===== config.mk =====
export PLATFORM = sky130hd
export DESIGN_NAME = warp_issue_sched
export DESIGN_NICKNAME = d
export VERILOG_FILES = /design/src/rtl/wsched_pkg.sv /design/src/rtl/rr_pick.sv /design/src/rtl/warp_scoreboard.sv /design/src/rtl/warp_issue_sched.sv
export SDC_FILE = /design/constraint.sdc
export NUM_CORES = 2
export LEC_CHECK = 0
export CAP_MARGIN = 20
export CORE_ASPECT_RATIO = 0.5
export CORE_MARGIN = 10
export CORE_UTILIZATION = 29
export CTS_BUF_LIST = sky130_fd_sc_hd__clkbuf_2 sky130_fd_sc_hd__clkbuf_4 sky130_fd_sc_hd__clkbuf_8
export DETAILED_ROUTE_END_ITERATION = 6
export PLACE_DENSITY_LB_ADDON = 0.3
export SYNTH_ARGS = -nofsm -noshare
export SYNTH_HDL_FRONTEND = slang
export SYNTH_SLANG_ARGS = --single-unit

===== constraint.sdc =====
create_clock -name clk -period 10.45 [get_ports clk]
set_input_delay 1.5675 -clock clk [delete_from_list [all_inputs] [get_ports clk]]
set_output_delay 1.5675 -clock clk [all_outputs]
set_load 0.005 [all_outputs]

===== src/rtl/wsched_pkg.sv =====
package wsched_pkg;

  // First set bit of mask at or after start (wrapping within n); -1 if none.
  function automatic int rr_first(logic [63:0] mask, int start, int n);
    int res;
    res = -1;
    for (int i = 0; i < 64; i++) begin
      if (i < n && res < 0) begin
        int idx;
        idx = start + i;
        if (idx >= n) idx = idx - n;
        if (mask[idx]) res = idx;
      end
    end
    return res;
  endfunction

  // Successor index with wrap.
  function automatic int next_slot(int idx, int n);
    return (idx + 1 >= n) ? 0 : idx + 1;
  endfunction

  // Countdown preload so a dependant sees the tag free exactly lat cycles later.
  function automatic int arith_preload(int lat);
    return lat - 1;
  endfunction

endpackage


===== src/rtl/rr_pick.sv =====
module rr_pick #(
  parameter int N  = 8,
  parameter int IW = 3
) (
  input  logic [N-1:0]  mask,
  input  logic [IW-1:0] start,
  output logic          found,
  output logic [IW-1:0] idx
);
  always_comb begin
    int r;
    r = wsched_pkg::rr_first(64'(mask), int'(start), N);
    found = (r >= 0);
    idx   = found ? IW'(r) : '0;
  end
endmodule


===== src/rtl/warp_scoreboard.sv =====
module warp_scoreboard #(
  parameter int NREG = 16,
  parameter int LAT  = 12,
  parameter int TW   = 4,
  parameter int CW   = 4
) (
  input  logic          clk,
  input  logic          rst_n,
  input  logic          wipe,
  input  logic          fire,
  input  logic          fire_mem,
  input  logic [TW-1:0] dst,
  input  logic [TW-1:0] src_a,
  input  logic [TW-1:0] src_b,
  input  logic          done,
  input  logic [TW-1:0] done_tag,
  output logic          hazard
);
  localparam logic [CW-1:0] PRELOAD = CW'(wsched_pkg::arith_preload(LAT));

  logic [NREG-1:0] busy;
  logic [NREG-1:0] pend;

  for (genvar r = 0; r < NREG; r++) begin : g_tag
    logic [CW-1:0] cnt;
    always_ff @(posedge clk) begin
      if (!rst_n || wipe) begin
        cnt     <= '0;
        pend[r] <= 1'b0;
      end else begin
        if (fire && !fire_mem && dst == TW'(r)) cnt <= PRELOAD;
        else if (cnt != '0)                   cnt <= cnt - 1'b1;
        if (fire && fire_mem && dst == TW'(r))  pend[r] <= 1'b1;
        else if (done && done_tag == TW'(r))    pend[r] <= 1'b0;
      end
    end
    assign busy[r] = (cnt != '0) || pend[r];
  end

  assign hazard = busy[src_a] | busy[src_b] | busy[dst];

  // A firing instruction must never touch a busy tag
  assert_fire_hazard_free_R4: assert property (@(posedge clk) disable iff (!rst_n)
    fire |-> !hazard);

  // Completion only arrives for a pending memory tag
  assert_done_matches_pending_R5: assert property (@(posedge clk) disable iff (!rst_n)
    (done && !wipe) |-> pend[done_tag]);
endmodule


===== src/rtl/warp_issue_sched.sv =====
module warp_issue_sched #(
  parameter int NUM_WARPS   = 8,
  parameter int NUM_TAGS    = 16,
  parameter int RESULT_LAT  = 12,
  parameter int ISSUE_SLOTS = 2,
  localparam int WW = $clog2(NUM_WARPS),
  localparam int TW = $clog2(NUM_TAGS),
  localparam int CW = $clog2(RESULT_LAT)
) (
  input  logic                      clk,
  input  logic                      rst_n,
  input  logic [NUM_WARPS-1:0]      warp_launch,
  input  logic [NUM_WARPS-1:0]      warp_exit,
  input  logic [NUM_WARPS-1:0]      inst_valid,
  input  logic [NUM_WARPS-1:0]      inst_is_mem,
  input  logic [NUM_WARPS*TW-1:0]   inst_dst,
  input  logic [NUM_WARPS*TW-1:0]   inst_src_a,
  input  logic [NUM_WARPS*TW-1:0]   inst_src_b,
  output logic [NUM_WARPS-1:0]      inst_taken,
  input  logic                      mem_done,
  input  logic [WW-1:0]             mem_done_warp,
  input  logic [TW-1:0]             mem_done_tag,
  output logic [ISSUE_SLOTS-1:0]    issue_valid,
  input  logic [ISSUE_SLOTS-1:0]    issue_ready,
  output logic [ISSUE_SLOTS*WW-1:0] issue_warp,
  output logic [ISSUE_SLOTS*TW-1:0] issue_dst,
  output logic [ISSUE_SLOTS-1:0]    issue_is_mem,
  output logic [NUM_WARPS-1:0]      resident
);
  function automatic logic [WW-1:0] next_w(logic [WW-1:0] w);
    return WW'(wsched_pkg::next_slot(int'(w), NUM_WARPS));
  endfunction

  logic [NUM_WARPS-1:0] hazard;
  logic [NUM_WARPS-1:0] eligible;
  logic [NUM_WARPS-1:0] warp_fire;
  logic [WW-1:0]        rr_ptr;

  // Per-slot selection chain
  logic [ISSUE_SLOTS-1:0] s_found;
  logic [ISSUE_SLOTS-1:0] s_fire;
  logic [WW-1:0]          s_warp  [ISSUE_SLOTS];
  logic [WW-1:0]          s_start [ISSUE_SLOTS];
  logic [NUM_WARPS-1:0]   s_mask  [ISSUE_SLOTS];

  assign eligible = resident & inst_valid & ~hazard;

  for (genvar s = 0; s < ISSUE_SLOTS; s++) begin : g_slot
    if (s == 0) begin : g_first
      assign s_mask[s]  = eligible;
      assign s_start[s] = rr_ptr;
    end else begin : g_next
      assign s_mask[s]  = s_mask[s-1] &
                          ~(s_found[s-1] ? (NUM_WARPS'(1) << s_warp[s-1]) : '0);
      assign s_start[s] = s_found[s-1] ? next_w(s_warp[s-1]) : s_start[s-1];
    end

    rr_pick #(.N(NUM_WARPS), .IW(WW)) u_pick (
      .mask  (s_mask[s]),
      .start (s_start[s]),
      .found (s_found[s]),
      .idx   (s_warp[s])
    );

    assign s_fire[s]                   = s_found[s] & issue_ready[s];
    assign issue_valid[s]              = s_found[s];
    assign issue_warp[s*WW +: WW]      = s_warp[s];
    assign issue_dst[s*TW +: TW]       = inst_dst[s_warp[s]*TW +: TW];
    assign issue_is_mem[s]             = inst_is_mem[s_warp[s]];
  end

  // Map slot fires back onto warps
  always_comb begin
    warp_fire = '0;
    for (int s = 0; s < ISSUE_SLOTS; s++)
      if (s_fire[s]) warp_fire[s_warp[s]] = 1'b1;
  end
  assign inst_taken = warp_fire;

  // Round-robin pointer: one past the highest slot that fired
  logic          adv_en;
  logic [WW-1:0] adv_to;
  always_comb begin
    adv_en = 1'b0;
    adv_to = rr_ptr;
    for (int s = 0; s < ISSUE_SLOTS; s++)
      if (s_fire[s]) begin
        adv_en = 1'b1;
        adv_to = next_w(s_warp[s]);
      end
  end

  always_ff @(posedge clk) begin
    if (!rst_n)      rr_ptr <= '0;
    else if (adv_en) rr_ptr <= adv_to;
  end

  // Residency and per-warp scoreboards
  for (genvar w = 0; w < NUM_WARPS; w++) begin : g_warp
    always_ff @(posedge clk) begin
      if (!rst_n)              resident[w] <= 1'b0;
      else if (warp_exit[w])   resident[w] <= 1'b0;
      else if (warp_launch[w]) resident[w] <= 1'b1;
    end

    warp_scoreboard #(.NREG(NUM_TAGS), .LAT(RESULT_LAT), .TW(TW), .CW(CW)) u_sb (
      .clk      (clk),
      .rst_n    (rst_n),
      .wipe     (warp_exit[w]),
      .fire     (warp_fire[w]),
      .fire_mem (inst_is_mem[w]),
      .dst      (inst_dst[w*TW +: TW]),
      .src_a    (inst_src_a[w*TW +: TW]),
      .src_b    (inst_src_b[w*TW +: TW]),
      .done     (mem_done && mem_done_warp == WW'(w)),
      .done_tag (mem_done_tag),
      .hazard   (hazard[w])
    );

    // Residency only moves on launch or exit
    assert_resident_held_R2: assert property (@(posedge clk) disable iff (!rst_n)
      (!warp_launch[w] && !warp_exit[w]) |=> $stable(resident[w]));
  end

  // Offered warps are resident
  for (genvar s = 0; s < ISSUE_SLOTS; s++) begin : g_chk
    assert_offer_resident_R3: assert property (@(posedge clk) disable iff (!rst_n)
      issue_valid[s] |-> resident[issue_warp[s*WW +: WW]]);
    for (genvar t = s + 1; t < ISSUE_SLOTS; t++) begin : g_pair
      // Slots in one cycle carry distinct warps
      assert_slots_distinct_R6: assert property (@(posedge clk) disable iff (!rst_n)
        (issue_valid[s] && issue_valid[t]) |->
          issue_warp[s*WW +: WW] != issue_warp[t*WW +: WW]);
    end
  end

  // Acknowledges match completed handshakes one for one
  assert_taken_matches_fire_R9: assert property (@(posedge clk) disable iff (!rst_n)
    $countones(inst_taken) == $countones(issue_valid & issue_ready));
endmodule


==> summary.md <==
| Metric | Value |
|---|---|
| Status | `finished clean` |
| Worst-Margin Slew | `1232 ps` |
| WL/cell | `approximately 21 um` |
| P&R area growth vs syn | `28.56%` |
| Clock Path Buffers | `3` |
| Max Cap Viol | `0` |
| Maximum number of pins on one net before global-route repair | `53` |
| Iter 0 DRT Violations | `about 3.5k` |
| Gp weighted congestion | `0.9440` |
| Pins Over Slew Limit | `0` |
| Worst stage delay on the critical path | `around 600 ps` |
| Fmax | `between 90 and 100 MHz` |
| CP Data Arrival Time | `8870 ps` |
| Clock slew at reported path FFs | `approximately 60 ps` |
| Post-DP HPWL | `~110000 um` |
| Largest family of logic cells by synthesized area | `simple AND/OR/NAND/NOR gates` |
| Ys flop type | `dfxtp_1` |
| Post-Synth Simple-Gate Area | `33.60%` |
| TritonCTS clock tree | `built` |
| Post-synthesis xor/xnor area fraction | `0.09171%` |
| RSZ-0062 raised after global routing | `yes` |
| Vias | `40.25k` |
| Yosys top cell area share | `35.38%` |
| Place WS | `-724.6 ps` |
| DRC Markers | `0` |
| Cell count after synthesis | `approximately 4.8k` |
| Clock skew | `roughly 44 ps` |
| Sum Neg Setup Slack | `0 ps` |
| Startpoint types | `input pin` |
| Commonest non-fill, non-tap cell in the layout | `dfxtp_1` |
| Mux contribution to synthesized area | `under 10%` |
| Die width | `between 500 and 600 um` |
| Layout cells sized above 1 | `between 20% and 30%` |
| Synthesized area per cell | `between 7 and 8 um^2` |
| Area leader, netlist | `dfxtp_1` |
| Die area | `about 140000 um^2` |
| Post-synthesis sequential area ratio | `35.38%` |
| Global-route wire length before repair | `about 230000 um` |
| First drt pass iteration count | `6` |
| Total CTS buffers | `102` |
| Post-DRT Antenna Nets | `0` |
| Fill count | `13.07k` |
| Total Routed Length | `around 150000 um` |
| Mapped Area | `around 37000 um^2` |
| #FFs+latches synth | `roughly 650` |
| Synth Area in Compound Gates | `between 20% and 30%` |
| Vias in the first global route | `between 30k and 40k` |
| Most frequent cells in the layout | `dfxtp_1, nand2_1, buf_4, nor2_1, o21ai_0` |
| Min Tclk post-route | `~10000 ps` |
| Initial antenna violation count | `15` |
| Port bufs | `173` |
| Critical path class | `in -> out` |
| Tightest Hold Check Type | `reg -> reg` |
| Final WS setup | `about 15 ps` |
| Total grt overflow | `0` |
| Clock sink count | `651` |
| Rel. slew slack | `approximately 18%` |
| Top post-synthesis cells by area | `dfxtp_1, nand2_1, o21ai_0` |
| Adder-cell area share of the yosys netlist | `0.7473%` |
| Worst skew pair latency | `850 ps` |
| Hold buffers post-CTS | `0` |
| # IOs | `roughly 170` |
| CP max-delay cell | `or4b_2` |
| CORE AREA | `between 100000 and 150000 um^2` |
| Count of final hold-check violations | `0` |
| H-tree depth | `3` |
| CTS root buffer | `clkbuf_8` |
| Die Ht | `approximately 270 um` |
| Row cnt | `92` |
| Critical Path Sink Type | `output port` |
| Worst EP required | `roughly 8900 ps` |
| Synth Net Count | `approximately 5.0k` |
| Ys Warns | `0` |
| Global Route Usage Sum | `slightly below 20%` |
| Starting Density | `between 20 and 30%` |
| Net count, final | `5560` |
| Vias/cell | `5.608` |
| Cell variety after synth | `around 110` |
| Critical path peak fanout | `7` |
| Fin crit share | `99.85%` |
| Post-synth EDFFs | `0` |
| Count of final setup violators | `0` |
| Ys async rst share | `0%` |
## logic make-up after synthesis
logic type / Yosys count
muxes: 76
buffers and inverters: 340
xor gates and xnor gates: 3
and+or+nand+nor: 2358
DFF: 651
AOI/OAI and AO/OA: 1371
adders and majority gates: 22
## worst paths after layout
| kind | startpoint | to | slack, ps | cells after the start |
|---|---|---|---|---|
| setup / recovery | inst_src_b[17] | issue_dst[7] | 20 | 33 |
| hold / removal | g_warp[6].u_sb.pend[8] | g_warp[6].u_sb.pend[8] | 460 | 2 |
| setup reg to reg | g_warp[6].u_sb.g_tag[7].cnt[2] | g_warp[3].u_sb.g_tag[11].cnt[3] | 1880 | 33 |
| hold reg to reg | g_warp[6].u_sb.pend[8] | g_warp[6].u_sb.pend[8] | 460 | 2 |
## final cells by class
class	count	area [um^2]	share of cell area [%]
Multi-Input combinational cell	3830	23280	49.16
Sequential cell	651	13030	27.52
Timing Repair Buffer	757	6426	13.57
Tap cell	1692	2117	4.471
Clock buffer	160	2039	4.307
Clock inverter	24	231.5	0.4888
Inverter	56	215.2	0.4544
Antenna cell	6	15.01	0.03171
## synthesized netlist by cell type, types with 15 or more instances
cell,n
nor3_1,286
mux2i_1,45
mux4_2,19
a31oi_1,22
a22oi_1,15
or4_1,43
nand2b_1,57
a21oi_1,255
or3_1,158
clkbuf_1,216
and2_1,36
o211ai_1,79
dfxtp_1,651
a211oi_1,36
and3_1,24
nand2_1,590
nor3b_1,64
o2111ai_1,30
o31ai_1,48
o21ai_1,225
o311ai_0,55
nor4_1,87
o21ai_0,367
ha_1,22
nor2_1,389
a211o_1,21
nor2b_1,37
or4b_2,36
o21ai_2,40
nand3b_1,76
buf_2,30
inv_1,48
nand3_1,227
or2_2,64
buf_1,18
nand4_1,87
## worst max-delay path: cells and delay by family
kind,cells,cell delay [ps]
AO/OA/AOI/OAI,8,1130
adder cells (fa/ha/maj),3,580
buffers and inverters,8,1480
multiplexers,5,1100
AND/OR/NAND/NOR,9,3000
## stage by stage
| step | util, % | hold slack [ps] | std cells | area, um^2 |
|---|---|---|---|---|
| floorplan | - | 435.2 | 4821 | 36840 |
| global placement | 34.91 | 451.0 | 6951 | 44000 |
| detailed placement | 34.96 | 455.2 | 6955 | 44070 |
| CTS | 37.09 | 465.1 | 7155 | 46740 |
| global route | 37.57 | 491.4 | 7176 | 47360 |
| finish | 37.57 | 462.1 | 7176 | 47360 |
## layer usage
metal / part of all wire [%] / up-vias / GRT usage, %
met5: 0.084 / - / 0
li1: - / 19220 / -
met2: 44 / 1352 / 31.06
met4: 3.3 / 18 / 6.595
met3: 7.2 / 294 / 4.344
met1: 46 / 19360 / 27.03
## timing repair
action / CTS / global route
endpoints found under the hold margin: 0 / 0
buffers inserted: 16 / 14
pin swaps: 9 / 37
endpoints found under the setup margin: 16 / 16
resized for setup: 68 / 118
cloned: 0 / 1
## flip-flops by register name, summed over array words and instances, names as in the netlist
name,count
g_warp.u_sb.g_tag.cnt,512
g_warp.u_sb.pend,128
resident,8
rr_ptr,3
Power is left out: the tool's default activity adds up to more than one toggle a clock period on the data nets, which glitch-free logic cannot reach.
